$ cat config.mk
export PLATFORM = sky130hd
export DESIGN_NAME = mpc_match_pins
export DESIGN_NICKNAME = d
export VERILOG_FILES = /design/src/rtl/mpc_pkg.sv /design/src/rtl/mpc_rst_sync.sv /design/src/rtl/mpc_ctrl_reg.sv /design/src/rtl/mpc_pin_chan.sv /design/src/rtl/mpc_match_pins.sv
export SDC_FILE = /design/constraint.sdc
export NUM_CORES = 1
export LEC_CHECK = 0
export BUFFER_PORTS_ARGS = -buffer_cell sky130_fd_sc_hd__clkbuf_2
export CAP_MARGIN = 20
export CORE_MARGIN = 4
export CORE_UTILIZATION = 40
export DETAILED_ROUTE_END_ITERATION = 8
export PLACE_DENSITY_LB_ADDON = 0.12
export SYNTH_ARGS = -nofsm -noshare
export SYNTH_HDL_FRONTEND = slang
export SYNTH_SLANG_ARGS = --single-unit
$ cat constraint.sdc
create_clock -name clk -period 0.8 [get_ports clk]
set_input_delay 0.08 -clock clk [delete_from_list [all_inputs] [get_ports clk]]
set_output_delay 0.08 -clock clk [all_outputs]
set_load 0.01 [all_outputs]
$ cat src/rtl/mpc_pkg.sv
package mpc_pkg;
  typedef enum logic [1:0] {
    ACT_HOLD   = 2'b00,
    ACT_CLEAR  = 2'b01,
    ACT_SET    = 2'b10,
    ACT_TOGGLE = 2'b11
  } act_e;
endpackage

$ cat src/rtl/mpc_rst_sync.sv
module mpc_rst_sync #(
  parameter int STAGES = 2
) (
  input  logic clk,
  input  logic rst_n_in,
  output logic rst_n_out
);
  logic [STAGES-1:0] sync_q;

  always_ff @(posedge clk or negedge rst_n_in) begin
    if (!rst_n_in) sync_q <= '0;
    else           sync_q <= {sync_q[STAGES-2:0], 1'b1};
  end

  assign rst_n_out = sync_q[STAGES-1];
endmodule

$ cat src/rtl/mpc_ctrl_reg.sv
module mpc_ctrl_reg #(
  parameter int NUM_CH = 4,
  parameter int ACT_W  = 2,
  localparam int CTRL_W = NUM_CH * ACT_W
) (
  input  logic              clk,
  input  logic              rst_n,
  input  logic              wr_en,
  input  logic [CTRL_W-1:0] wr_fields,
  output logic [CTRL_W-1:0] fields
);
  logic [CTRL_W-1:0] fields_d;
  logic [CTRL_W-1:0] fields_q;

  always_comb begin
    fields_d = fields_q;
    if (wr_en) fields_d = wr_fields;
  end

  always_ff @(posedge clk or negedge rst_n) begin
    if (!rst_n)     fields_q <= '0;
    else if (wr_en) fields_q <= fields_d;
  end

  assign fields = fields_q;


  field_load_chk: assert property (@(posedge clk) disable iff (!rst_n)
    wr_en |=> fields == $past(wr_fields));

  field_hold_chk: assert property (@(posedge clk) disable iff (!rst_n)
    !wr_en |=> $stable(fields));
endmodule

$ cat src/rtl/mpc_pin_chan.sv
module mpc_pin_chan
  import mpc_pkg::*;
(
  input  logic clk,
  input  logic rst_n,
  input  logic match,
  input  act_e act,
  input  logic wr_en,
  input  logic wr_bit,
  output logic pin
);
  logic pin_q;
  logic pin_d;
  logic pin_en;

  always_comb begin
    pin_d = pin_q;
    if (match) begin
      unique case (act)
        ACT_HOLD:   pin_d = pin_q;
        ACT_CLEAR:  pin_d = 1'b0;
        ACT_SET:    pin_d = 1'b1;
        ACT_TOGGLE: pin_d = ~pin_q;
      endcase
    end else if (wr_en) begin
      pin_d = wr_bit;
    end
  end

  assign pin_en = match | wr_en;

  always_ff @(posedge clk or negedge rst_n) begin
    if (!rst_n)      pin_q <= 1'b0;
    else if (pin_en) pin_q <= pin_d;
  end

  assign pin = pin_q;


  hold_act_chk: assert property (@(posedge clk) disable iff (!rst_n)
    (match && act == ACT_HOLD) |=> $stable(pin));

  clear_act_chk: assert property (@(posedge clk) disable iff (!rst_n)
    (match && act == ACT_CLEAR) |=> !pin);

  set_act_chk: assert property (@(posedge clk) disable iff (!rst_n)
    (match && act == ACT_SET) |=> pin);

  toggle_act_chk: assert property (@(posedge clk) disable iff (!rst_n)
    (match && act == ACT_TOGGLE) |=> pin != $past(pin));

  preset_chk: assert property (@(posedge clk) disable iff (!rst_n)
    (!match && wr_en) |=> pin == $past(wr_bit));

  idle_pin_chk: assert property (@(posedge clk) disable iff (!rst_n)
    (!match && !wr_en) |=> $stable(pin));
endmodule

$ cat src/rtl/mpc_match_pins.sv
module mpc_match_pins
  import mpc_pkg::*;
#(
  parameter int NUM_CH = 4,
  parameter int ACT_W  = 2,
  parameter int RD_W   = 32,
  localparam int CTRL_W = NUM_CH * ACT_W,
  localparam int REG_W  = NUM_CH + CTRL_W
) (
  input  logic              clk,
  input  logic              rst_n,
  input  logic [NUM_CH-1:0] match_pulse,
  input  logic              reg_we,
  input  logic [REG_W-1:0]  reg_wdata,
  output logic [RD_W-1:0]   reg_rdata,
  output logic [NUM_CH-1:0] match_out
);
  logic              rst_n_s;
  logic [CTRL_W-1:0] ctrl_fields;
  logic [NUM_CH-1:0] pins;

  mpc_rst_sync #(.STAGES(2)) u_rst (
    .clk       (clk),
    .rst_n_in  (rst_n),
    .rst_n_out (rst_n_s)
  );

  mpc_ctrl_reg #(.NUM_CH(NUM_CH), .ACT_W(ACT_W)) u_ctrl (
    .clk       (clk),
    .rst_n     (rst_n_s),
    .wr_en     (reg_we),
    .wr_fields (reg_wdata[REG_W-1:NUM_CH]),
    .fields    (ctrl_fields)
  );

  for (genvar ch = 0; ch < NUM_CH; ch++) begin : g_chan
    mpc_pin_chan u_chan (
      .clk    (clk),
      .rst_n  (rst_n_s),
      .match  (match_pulse[ch]),
      .act    (act_e'(ctrl_fields[ch*ACT_W +: ACT_W])),
      .wr_en  (reg_we),
      .wr_bit (reg_wdata[ch]),
      .pin    (pins[ch])
    );
  end

  assign match_out = pins;

  always_comb begin
    reg_rdata = '0;
    reg_rdata[REG_W-1:0] = {ctrl_fields, pins};
  end


  write_fields_prio_chk: assert property (@(posedge clk) disable iff (!rst_n_s)
    (reg_we && (match_pulse != '0)) |=> reg_rdata[REG_W-1:NUM_CH] == $past(reg_wdata[REG_W-1:NUM_CH]));
endmodule

==> impl_metrics.py <==
metrics = {
    "synth": {
        "ys_async_sr_fraction_pct": 100,
        "synth_cell_type_count": 11,
        "avgSynthCellArea_um2": 11.2,
        "synth-edff-count": 0,
        "synth_top_family_by_area": "buffers and inverters",
        "synth_area_leader_cell": "dfrtp_1",
        "synthTopCellsByCount": "29 x buf_4, 14 x dfrtp_1, 8 x mux2_2, 4 x a211oi_1, 4 x nor2b_1",
        "ys_seq_elements": 14,
        "yosysSeqAreaShare_pct": 44.7,
        "synth_compound_area_share_pct": 8.47,
        "synth.top_cell.area_share_pct": 44.7,
        "synth_ff_type": "dfrtp_1",
        "syn_inst": 70,
        "yosysMostFrequentCell": "buf_4",
        "synth_simple_gate_area_share_pct": 6.55,
        "synth_warnings": 0,
        "synth_xor_area_share_pct": 0,
        "synthMuxAreaShare_pct": 11.5,
        "synth-adder-area-share_pct": 0,
        "synthTopCellsByArea": "dfrtp_1 45%, buf_4 28%, mux2_2 12%, a211oi_1 3.8%, a311oi_1 3.4%",
        "netlist_area_um2": 783,
    },
    "sta": {
        "hold_violations": 0,
        "post-route-period-util_pct": 126,
        "grt_setup_unrepaired": "yes",
        "fin_ws_ns": -0.211,
        "worst_hold_slack_ns": 0.0373,
        "min_period_ns": 1.01,
        "fmax_mhz": 989,
        "finalMaxSlewViolations": 0,
        "finalSetupViolations": 20,
        "setup_tns_ns": -2.08,
        "skew_ns": 0.00161,
    },
    "setup_path": {
        "cp_max_fo": 2,
        "end_kind": "flop",
        "crit_path_cell_trace": "buf_4, nor2b_1, a211oi_1, a21oi_1",
        "cp-start-kind": "flop",
        "cpMaxStageDelayCell": "dfrtp_1",
        "arrival_ns": 1.17,
        "required_ns": 0.95,
        "critPathKind": "flop to flop",
        "max_stage_delay_ns": 0.40,
    },
    "floorplanning": {
        "start_util_pct": 43.9,
        "die_w_um": 52.3,
        "coreArea_mm2": 0.00178,
        "dieArea_mm2": 0.00273,
        "rows": 15,
        "die_h_um": 52.3,
        "ios": 55,
    },
    "drt": {
        "routed_wl_mm": 1.42,
        "vias": 533,
        "dr.pass1.iters": 2,
        "antenna_left": 0,
        "drt-initial-drc-count": 2,
        "vias_per_cell": 4.07,
        "wl_per_cell_um": 10.8,
        "drc": 0,
    },
    "global_route": {
        "grt_pass1_vias": 462,
        "grt_use_total_pct": 9.74,
        "grt-ovfl-total": 0,
        "grt_pass1_wl_mm": 1.95,
        "antenna_found_initial": 0,
        "grt_max_degree": 17,
    },
    "finish": {
        "layout.nets": 127,
        "area_growth_pct": 25.4,
        "drive_gt1_share_pct": 54.7,
        "num_antenna_cells": 0,
        "seqCellArea_um2": 352,
        "nFillCells": 166,
        "multi_input_area_um2": 314,
    },
    "power": {
        "p_per_area_mw_per_mm2": 1810,
        "combPwrFrac_pct": 29.5,
        "p_seq_share_pct": 49.1,
        "power.internal_mw": 1.24,
        "p_sw_share_pct": 30.2,
        "total_leakage_power_nw": 0.494,
        "p_total_mw": 1.78,
        "ir_drop_mv": 0.953,
        "p_sw_mw": 0.537,
        "clkPwrFrac_pct": 21.4,
    },
    "clocking": {
        "cts_buffer_depth": 2,
        "cts_root_buffer": "clkbuf_4",
        "clock-sinks": 14,
        "clk_pin_slew_worst_paths_ns": 0.08,
        "clk_latency_ns": 0.27,
        "htreeDepth": 1,
        "cts_made_buffers": 3,
        "cts_tree": "built",
    },
    "placement": {
        "io_buffer_count": 34,
        "gp_congestion": 0.660,
        "dp_hpwl_mm": 1.10,
    },
    "hold_path": {
        "hp-class": "input pin to flop",
    },
    "run_status": {
        "violations": "setup timing",
        "status": "finished, violations left",
    },
    "run": {
        "cap_violations": 0,
    },
}
## power groups by stage
stage / Sequential (mW) / Combinational [mW] / Clock (mW)
CTS: 0.866 / 0.468 / 0.401
global route: 0.889 / 0.569 / 0.437
finish: 0.874 / 0.524 / 0.381
detailed placement: 0.876 / 0.433 / 0
global placement: 0.871 / 0.430 / 0
floorplan: 0.891 / 0.373 / 0
## repair_timing
action / 4_1_cts / 5_1_grt
pin swaps: 1 / 1
hold endpoints to repair: 3 / 1
gates resized for setup: 3 / 12
setup endpoints to repair: 19 / 24
setup buffers: 2 / 1
hold buffers: 1 / 1
## cells by family after synthesis
group | after synthesis
buffers and inverters | 29
other | 2
multiplexers | 8
AO/OA/AOI/OAI | 9
flip-flops | 14
AND/OR/NAND/NOR | 8
## cell type report
cell class                 count  share of cell area, %
clock buffer                   3                   2.29
multi-input combinational     46                   32.0
timing repair buffer          43                   26.8
sequential                    14                   35.8
tap                           25                   3.18
## per-layer routing
| layer | global-route usage, % | wire [µm] | up-vias | share of wire [%] |
|---|---|---|---|---|
| met2 | 13.8 | 595 | 34 | 42 |
| met4 | 3.83 | 0 | 0 | 0 |
| li1 | - | - | 270 | - |
| met1 | 13.4 | 639 | 229 | 45 |
| met3 | 3.42 | 183 | 0 | 13 |
| met5 | 0 | 0 | - | 0 |
## metrics by stage
step,instance area [µm²],utilization (%),setup slack [ns],cells
finish,982,55.1,-0.211,131
global route,982,55.1,-0.240,131
CTS,930,52.1,-0.201,129
detailed placement,868,48.7,-0.154,123
global placement,868,48.7,-0.168,123
floorplan,855,-,-0.0421,89
## cells in the final DEF (no fill, tap or decap), drive strengths merged
| cell | instances |
|---|---|
| nor3b | 3 |
| dlygate4sd3 | 2 |
| a211oi | 4 |
| conb | 21 |
| buf | 11 |
| nand2 | 1 |
| mux2 | 8 |
| o21ai | 1 |
| a311oi | 3 |
| clkbuf | 33 |
| a21oi | 1 |
| nor2b | 4 |
| dfrtp | 14 |
## flip-flops by register name, summed over array words and instances (netlist names)
register           flops
g_chan.u_chan.pin      4
u_rst.sync_q           2
u_ctrl.fields          8
## critical path: cells and delay by family (launching register included)
| kind | cells | cell delay, ns |
|---|---|---|
| buf+inv | 1 | 0.14 |
| simple gates | 1 | 0.12 |
| compound gates | 2 | 0.24 |
| flops | 1 | 0.40 |
## final timing paths
check,slack (ns),cells after the start,to,start
max,-0.21,4,g_chan[2].u_chan.pin,g_chan[2].u_chan.pin
min,0.04,2,u_ctrl.fields[0],reg_wdata[4]
max reg2reg,-0.21,4,g_chan[2].u_chan.pin,g_chan[2].u_chan.pin
min reg2reg,0.16,1,u_ctrl.fields[6],u_rst.sync_q[1]
max in group asynchronous,0.52,1,g_chan[1].u_chan.pin,u_rst.sync_q[1]
min in group asynchronous,0.12,2,u_rst.sync_q[0],rst_n
No activity file was read; power rests on OpenSTA's default activity.
